[src/rtl/tta_pkg.sv]
`timescale 1ns/1ps
package tta_pkg;
  // slot layout
  localparam int SLOT_W    = 42;
  localparam int PORT_W    = 7;
  localparam int GUARD_W   = 3;
  localparam int IMM_W     = SLOT_W - GUARD_W - 2 * PORT_W;
  localparam int IMM_LSB   = 0;
  localparam int DST_LSB   = IMM_LSB + IMM_W;
  localparam int SRC_LSB   = DST_LSB + PORT_W;
  localparam int GUARD_LSB = SRC_LSB + PORT_W;
  localparam int GSEL_W    = GUARD_W - 1;
  localparam int NUM_GUARDS = (1 << GSEL_W) - 1;

  typedef logic [PORT_W-1:0] port_t;

  // destination codes
  localparam port_t DST_NONE       = 7'h00;
  localparam port_t DST_ADD_OPD    = 7'h01;
  localparam port_t DST_ADD_TRG    = 7'h02;
  localparam port_t DST_MUL_OPD    = 7'h03;
  localparam port_t DST_MUL_TRG    = 7'h04;
  localparam port_t DST_IO_OUT     = 7'h05;
  localparam port_t DST_HALT       = 7'h06;
  localparam port_t DST_GUARD_BASE = 7'h08;
  localparam port_t DST_REG_BASE   = 7'h10;

  // source codes
  localparam port_t SRC_IMM      = 7'h00;
  localparam port_t SRC_ADD_RES  = 7'h01;
  localparam port_t SRC_MUL_RES  = 7'h02;
  localparam port_t SRC_IO_IN    = 7'h03;
  localparam port_t SRC_REG_BASE = 7'h10;

  // one decoded bus transfer, control -> datapath
  typedef struct packed {
    logic             go;
    port_t            src;
    port_t            dst;
    logic [IMM_W-1:0] imm;
  } move_t;

  function automatic logic guard_pass(input logic [GUARD_W-1:0] code,
                                      input logic [NUM_GUARDS-1:0] flags);
    logic sel;
    sel = 1'b1;
    for (int g = 0; g < NUM_GUARDS; g++)
      if (code[GSEL_W-1:0] == GSEL_W'(g + 1)) sel = flags[g];
    return sel ^ code[GUARD_W-1];
  endfunction
endpackage

[src/rtl/tta_fu.sv]
`timescale 1ns/1ps
module tta_fu #(
  parameter int DATA_W  = 16,
  parameter bit USE_MUL = 1'b0
) (
  input  logic              clk,
  input  logic              rst,
  input  logic              opdWe,
  input  logic [DATA_W-1:0] opdData,
  input  logic              trgWe,
  input  logic [DATA_W-1:0] trgData,
  output logic [DATA_W-1:0] result
);
  logic [DATA_W-1:0] opdReg;
  logic [DATA_W-1:0] opdEff;
  logic [DATA_W-1:0] computed;

  // same-instruction operand write is forwarded to the trigger
  assign opdEff = opdWe ? opdData : opdReg;

  generate
    if (USE_MUL) begin : g_mul
      assign computed = DATA_W'(opdEff * trgData);
    end else begin : g_add
      assign computed = opdEff + trgData;
    end
  endgenerate

  always_ff @(posedge clk) begin
    if (rst) begin
      opdReg <= '0;
      result <= '0;
    end else begin
      if (opdWe) opdReg <= opdData;
      if (trgWe) result <= computed;
    end
  end
endmodule

[src/rtl/tta_control.sv]
`timescale 1ns/1ps
module tta_control
  import tta_pkg::*;
#(
  parameter int NUM_BUS    = 2,
  parameter int IMEM_DEPTH = 16,
  localparam int INSTR_W   = NUM_BUS * SLOT_W,
  localparam int PC_W      = (IMEM_DEPTH > 1) ? $clog2(IMEM_DEPTH) : 1
) (
  input  logic                  clk,
  input  logic                  rst,
  input  logic                  progWe,
  input  logic [PC_W-1:0]       progAddr,
  input  logic [INSTR_W-1:0]    progData,
  input  logic [NUM_GUARDS-1:0] guardFlags,
  output move_t [NUM_BUS-1:0]   moves,
  output logic                  halted,
  output logic [PC_W-1:0]       pc
);
  logic [INSTR_W-1:0] imem [IMEM_DEPTH];
  logic [INSTR_W-1:0] fetchWord;
  logic [SLOT_W-1:0]  slot;
  logic [PC_W-1:0]    pcNext;
  logic               haltHit;

  always_ff @(posedge clk) begin
    if (rst && progWe) imem[progAddr] <= progData;
  end

  assign fetchWord = imem[pc];
  assign pcNext    = (pc == PC_W'(IMEM_DEPTH - 1)) ? '0 : pc + 1'b1;

  always_comb begin
    haltHit = 1'b0;
    slot    = '0;
    for (int b = 0; b < NUM_BUS; b++) begin
      slot         = fetchWord[b*SLOT_W +: SLOT_W];
      moves[b].src = slot[SRC_LSB +: PORT_W];
      moves[b].dst = slot[DST_LSB +: PORT_W];
      moves[b].imm = slot[IMM_LSB +: IMM_W];
      moves[b].go  = !rst && !halted &&
                     guard_pass(slot[GUARD_LSB +: GUARD_W], guardFlags);
      if (moves[b].go && moves[b].dst == DST_HALT) haltHit = 1'b1;
    end
  end

  always_ff @(posedge clk) begin
    if (rst) begin
      pc     <= '0;
      halted <= 1'b0;
    end else if (!halted) begin
      if (haltHit) halted <= 1'b1;
      else         pc     <= pcNext;
    end
  end
endmodule

[src/rtl/tta_datapath.sv]
`timescale 1ns/1ps
module tta_datapath
  import tta_pkg::*;
#(
  parameter int NUM_BUS  = 2,
  parameter int DATA_W   = 16,
  parameter int NUM_REGS = 8
) (
  input  logic                  clk,
  input  logic                  rst,
  input  move_t [NUM_BUS-1:0]   moves,
  input  logic [DATA_W-1:0]     ioInData,
  output logic                  ioInRead,
  output logic [DATA_W-1:0]     ioOutData,
  output logic                  ioOutValid,
  output logic [NUM_GUARDS-1:0] guardFlags
);
  logic [DATA_W-1:0] addRes, mulRes;
  logic [DATA_W-1:0] rf [NUM_REGS];
  logic [DATA_W-1:0] busData [NUM_BUS];

  logic              addOpWe, addTrWe, mulOpWe, mulTrWe, outWe;
  logic [DATA_W-1:0] addOpWd, addTrWd, mulOpWd, mulTrWd, outWd;
  logic [NUM_GUARDS-1:0] gWe, gWd;
  logic [NUM_REGS-1:0]   rWe;
  logic [DATA_W-1:0]     rWd [NUM_REGS];

  // source side: every bus reads pre-edge state
  always_comb begin
    ioInRead = 1'b0;
    for (int b = 0; b < NUM_BUS; b++) begin
      busData[b] = '0;
      case (moves[b].src)
        SRC_IMM:     busData[b] = DATA_W'(moves[b].imm);
        SRC_ADD_RES: busData[b] = addRes;
        SRC_MUL_RES: busData[b] = mulRes;
        SRC_IO_IN:   busData[b] = ioInData;
        default: begin
          for (int r = 0; r < NUM_REGS; r++)
            if (moves[b].src == port_t'(SRC_REG_BASE + r)) busData[b] = rf[r];
        end
      endcase
      if (moves[b].go && moves[b].src == SRC_IO_IN) ioInRead = 1'b1;
    end
  end

  // destination side: later (higher) bus overrides earlier
  always_comb begin
    addOpWe = 1'b0; addTrWe = 1'b0; mulOpWe = 1'b0; mulTrWe = 1'b0; outWe = 1'b0;
    addOpWd = '0;   addTrWd = '0;   mulOpWd = '0;   mulTrWd = '0;   outWd = '0;
    gWe = '0;
    gWd = '0;
    rWe = '0;
    for (int r = 0; r < NUM_REGS; r++) rWd[r] = '0;
    for (int b = 0; b < NUM_BUS; b++) begin
      if (moves[b].go) begin
        case (moves[b].dst)
          DST_ADD_OPD: begin addOpWe = 1'b1; addOpWd = busData[b]; end
          DST_ADD_TRG: begin addTrWe = 1'b1; addTrWd = busData[b]; end
          DST_MUL_OPD: begin mulOpWe = 1'b1; mulOpWd = busData[b]; end
          DST_MUL_TRG: begin mulTrWe = 1'b1; mulTrWd = busData[b]; end
          DST_IO_OUT:  begin outWe   = 1'b1; outWd   = busData[b]; end
          default: begin
            for (int g = 0; g < NUM_GUARDS; g++)
              if (moves[b].dst == port_t'(DST_GUARD_BASE + g)) begin
                gWe[g] = 1'b1;
                gWd[g] = |busData[b];
              end
            for (int r = 0; r < NUM_REGS; r++)
              if (moves[b].dst == port_t'(DST_REG_BASE + r)) begin
                rWe[r] = 1'b1;
                rWd[r] = busData[b];
              end
          end
        endcase
      end
    end
  end

  tta_fu #(.DATA_W(DATA_W), .USE_MUL(1'b0)) u_add (
    .clk(clk), .rst(rst),
    .opdWe(addOpWe), .opdData(addOpWd),
    .trgWe(addTrWe), .trgData(addTrWd),
    .result(addRes)
  );

  tta_fu #(.DATA_W(DATA_W), .USE_MUL(1'b1)) u_mul (
    .clk(clk), .rst(rst),
    .opdWe(mulOpWe), .opdData(mulOpWd),
    .trgWe(mulTrWe), .trgData(mulTrWd),
    .result(mulRes)
  );

  always_ff @(posedge clk) begin
    if (rst) begin
      for (int r = 0; r < NUM_REGS; r++) rf[r] <= '0;
      guardFlags <= '0;
      ioOutData  <= '0;
      ioOutValid <= 1'b0;
    end else begin
      for (int r = 0; r < NUM_REGS; r++)
        if (rWe[r]) rf[r] <= rWd[r];
      for (int g = 0; g < NUM_GUARDS; g++)
        if (gWe[g]) guardFlags[g] <= gWd[g];
      ioOutValid <= outWe;
      if (outWe) ioOutData <= outWd;
    end
  end
endmodule

[src/rtl/tta_core.sv]
`timescale 1ns/1ps
module tta_core
  import tta_pkg::*;
#(
  parameter int NUM_BUS    = 2,
  parameter int DATA_W     = 16,
  parameter int NUM_REGS   = 8,
  parameter int IMEM_DEPTH = 16,
  localparam int INSTR_W   = NUM_BUS * SLOT_W,
  localparam int PC_W      = (IMEM_DEPTH > 1) ? $clog2(IMEM_DEPTH) : 1
) (
  input  logic               clk,
  input  logic               rst,
  input  logic               progWe,
  input  logic [PC_W-1:0]    progAddr,
  input  logic [INSTR_W-1:0] progData,
  input  logic [DATA_W-1:0]  ioInData,
  output logic               ioInRead,
  output logic [DATA_W-1:0]  ioOutData,
  output logic               ioOutValid,
  output logic               halted
);
  move_t [NUM_BUS-1:0]   moves;
  logic [NUM_GUARDS-1:0] guardFlags;
  logic [PC_W-1:0]       pcWire;

  tta_control #(.NUM_BUS(NUM_BUS), .IMEM_DEPTH(IMEM_DEPTH)) u_ctrl (
    .clk(clk), .rst(rst),
    .progWe(progWe), .progAddr(progAddr), .progData(progData),
    .guardFlags(guardFlags),
    .moves(moves), .halted(halted), .pc(pcWire)
  );

  tta_datapath #(.NUM_BUS(NUM_BUS), .DATA_W(DATA_W), .NUM_REGS(NUM_REGS)) u_dp (
    .clk(clk), .rst(rst),
    .moves(moves), .ioInData(ioInData),
    .ioInRead(ioInRead), .ioOutData(ioOutData), .ioOutValid(ioOutValid),
    .guardFlags(guardFlags)
  );
endmodule

[config.mk]
export PLATFORM = sky130hd
export DESIGN_NAME = tta_core
export DESIGN_NICKNAME = d
export VERILOG_FILES = /design/src/rtl/tta_pkg.sv /design/src/rtl/tta_fu.sv /design/src/rtl/tta_control.sv /design/src/rtl/tta_datapath.sv /design/src/rtl/tta_core.sv
export SDC_FILE = /design/constraint.sdc
export NUM_CORES = 2
export LEC_CHECK = 0
export ABC_CLOCK_PERIOD_IN_PS = 14900
export BUFFER_PORTS_ARGS = -buffer_cell sky130_fd_sc_hd__buf_2
export CAP_MARGIN = 20
export CORE_MARGIN = 5
export CORE_UTILIZATION = 45
export CTS_CLUSTER_SIZE = 40
export DETAILED_ROUTE_END_ITERATION = 10
export SYNTH_ARGS = -nofsm -noshare
export SYNTH_HDL_FRONTEND = slang
export SYNTH_SLANG_ARGS = --single-unit
[constraint.sdc]
create_clock -name clk -period 14.9 [get_ports clk]
set_input_delay 1.49 -clock clk [delete_from_list [all_inputs] [get_ports clk]]
set_output_delay 1.49 -clock clk [all_outputs]
set_load 0.05 [all_outputs]
==> flow_summary.toml <==
[run_status]
status = "complete, no violations"

[worst_setup_path]
critPathCaptureType = "flip-flop"
worstSetupStartpointType = "flip-flop"
cp_common_cell = "inv_1"
cp_top_family = "compound AO/OA/AOI/OAI gates"
path_max_fanout = 55
cp.arrival_ns = 12.17
rr_worst_depth = 35
critPathMaxStageDelay_ns = 0.91
worstSetupPathType = "flip-flop to flip-flop"
crit_cells = 35
cp.required_ns = 15.59
slowest_stage = "nor3_1"
cp_num_buf_inv = 8

[clock_tree]
hold_buffers = 0
post_cts_buffers = 0
cts_tree = "done"
root_buffer = "clkbuf_16"
cts_resized = 0
clk_latency_ns = 0.79
cts_made_buffers = 138
cts_max_level = 4
clk_pin_slew_ns = 0.06
cts.sinks = 1277
cts.path.max_buffers = 3

[detailed_routing]
drcViolationCount = 0
drtIter0Drc = 4551
antenna_left = 0
wl_per_cell_microns = 29.9
totalWireLength_mm = 175
first_pass_iters = 9
vias = 36297
via_per_inst = 6.19

[sta]
clock.fmax_ghz = 0.0871
tns_ns = 0
final_max_slew_viol_count = 0
fin_worst_skew_ns = 0.0332
setup_slack_ns = 3.43
period_share_pct = 77.0
post-route-min-period_ns = 11.47
hold_slack_ns = 0.469
rsz0062_at_grt = "false"
relSlewSlack_pct = 20.9
worstMarginPinSlew_ns = 1.18
hold_viol = 0
finalSetupViolCount = 0

[global_routing]
grt_max_degree = 126
track_usage_pct = 25.4
grt_antenna_before_repair = 33
grt_pass1_wl_mm = 253
grt_pass1_vias = 35710
grt-ovfl-total = 0

[synthesis]
synthCells = 3871
ys_ff_latch = 1277
synth.area.top_cells = "edfxtp_1 61%, mux4_2 10%, dfxtp_1 3.2%, fa_1 2.8%, o21ai_0 1.7%"
synth_seq_area_share_pct = 63.8
yosysUniqueCellTypes = 112
yosysTopAreaCellShare_pct = 60.6
synthesis.nets = 4124
yosysMostFrequentCell = "edfxtp_1"
synth_top_area_cell = "edfxtp_1"
synth_warnings = 0
synth_edf_count = 1184
synthArstFlopShare_pct = 0
synth_area_sq_um = 58700
synth_common_cells = "1184 x edfxtp_1, 270 x mux4_2, 255 x nor2_1"
synth.avg_cell_area_sq_um = 15.2
synth_flop_cell = "edfxtp_1"

[floorplan]
fp.dieW_microns = 371
num_rows = 132
io_pins = 126
start_util_pct = 45.3
core_sq_um = 129000
die-area_sq_um = 138000
die_h_microns = 371

[layout]
fin_cells = 5867
layout.nets = 4262
drive_above_1_share_pct = 21.1
regArea_sq_um = 37400
syn_to_final_growth_pct = 12.0
multiInputGateArea_sq_um = 19500
fillerInstances = 10848
fin_area_sq_um = 65700
post-route-util_pct = 50.7

[flow_run]
max_cap_violations = 0

[power_and_ir_drop]
vdd_drop_max_mv = 0.0969
total_power_mw = 8.11
p_leak_nw = 21.5
power_density_nw_per_um2 = 123

[hold_path]
holdPathStages = 2
hold_class = "flip-flop to flip-flop"

[placed_design]
place_ws_ns = 3.66
place_area_sq_um = 61300
dpl.hpwl_mm = 107
port_buffers = 107
dp.cells = 5608
gp_routability_congestion = 0.946
[report_power, final]
| part | switching (mW) | leakage [nW] | internal (mW) |
|---|---|---|---|
| combinational | 0.557 | 7.89 | 0.280 |
| sequential | 0.0285 | 11.6 | 3.96 |
| clock | 1.43 | 2.07 | 1.85 |
[worst reg2reg max path: cells and delay by family (launching register included)]
| family | cells | cell delay [ns] |
|---|---|---|
| flops | 1 | 0.64 |
| mux | 1 | 0.44 |
| fa+ha+maj | 7 | 2.52 |
| simple gates | 5 | 2.56 |
| buf+inv | 8 | 1.77 |
| compound gates | 11 | 2.57 |
| xor+xnor | 3 | 0.93 |
[flip-flops by register name, summed over array words and instances (netlist names), named ones only]
register and count:
u_dp.guardFlags 3, u_dp.u_add.opdReg 16, u_dp.ioOutData 16, u_ctrl.halted 1, u_dp.u_add.result 16, u_dp.u_mul.opdReg 16, u_ctrl.pc 4, u_ctrl.imem 1056
u_dp.rf 128, u_dp.u_mul.result 16, u_dp.ioOutValid 1
[final timing paths]
kind              slack (ns)                                 end                              start
setup / recovery        3.43  u_dp.u_mul.result[15]$_SDFFE_PP0P_                          flip-flop
hold / removal          0.47   u_dp.u_add.result[0]$_SDFFE_PP0P_  u_dp.u_add.result[0]$_SDFFE_PP0P_
setup reg to reg        3.43  u_dp.u_mul.result[15]$_SDFFE_PP0P_                          flip-flop
hold reg to reg         0.47   u_dp.u_add.result[0]$_SDFFE_PP0P_  u_dp.u_add.result[0]$_SDFFE_PP0P_
[area by class of cell]
class,instances,share of cell area [%]
multi-input cells,2181,29.7
repair buffers,245,2.50
clock inverters,68,0.903
diodes,7,0.0267
clock buffers,181,5.63
well taps,1742,3.32
inverters,166,0.950
flip-flops and latches,1277,57.0
[kinds of logic (layout without fill, tap and decap cells)]
| logic type | count (synthesis) | in the layout | share of synthesized area [%] |
|---|---|---|---|
| adder cells (fa/ha/maj) | 146 | 146 | 4.15 |
| AO/OA/AOI/OAI | 661 | 661 | 7.46 |
| buffers and inverters | 413 | 660 | 3.30 |
| XOR/XNOR | 51 | 51 | 0.883 |
| flip-flops | 1277 | 1277 | 63.8 |
| AND/OR/NAND/NOR | 922 | 922 | 7.70 |
| multiplexers | 401 | 401 | 12.7 |
| other | 0 | 7 | 0 |
[layout by cell type (no fill, tap or decap), drive strengths merged, types with 20 or more instances in the layout]
| cell | netlist | layout |
|---|---|---|
| edfxtp | 1184 | 1184 |
| mux4 | 270 | 270 |
| nor2 | 260 | 260 |
| buf | 121 | 245 |
| nand2 | 222 | 222 |
| o21ai | 213 | 213 |
| clkbuf | 126 | 181 |
| inv | 164 | 171 |
| nand3 | 162 | 162 |
| a21oi | 136 | 136 |
| dfxtp | 93 | 93 |
| fa | 81 | 81 |
| mux2i | 77 | 77 |
| ha | 65 | 65 |
| mux2 | 54 | 54 |
| nor3 | 54 | 54 |
| clkinv | 2 | 52 |
| a22oi | 47 | 47 |
| nor2b | 39 | 39 |
| xnor2 | 37 | 37 |
| or2 | 28 | 28 |
| nand2b | 25 | 25 |
| nor4 | 25 | 25 |
| o22ai | 22 | 22 |
| a211oi | 20 | 20 |
[layer usage]
layer / GRT usage, % / vias to the layer above / share of wire [%]
met2: 39.4 / 1864 / 46
met3: 6.42 / 470 / 9.2
li1: - / 15308 / -
met1: 34.6 / 18641 / 40
met4: 9.97 / 14 / 4.5
met5: 0 / - / 0.054
(Power assumes the default switching activity.)
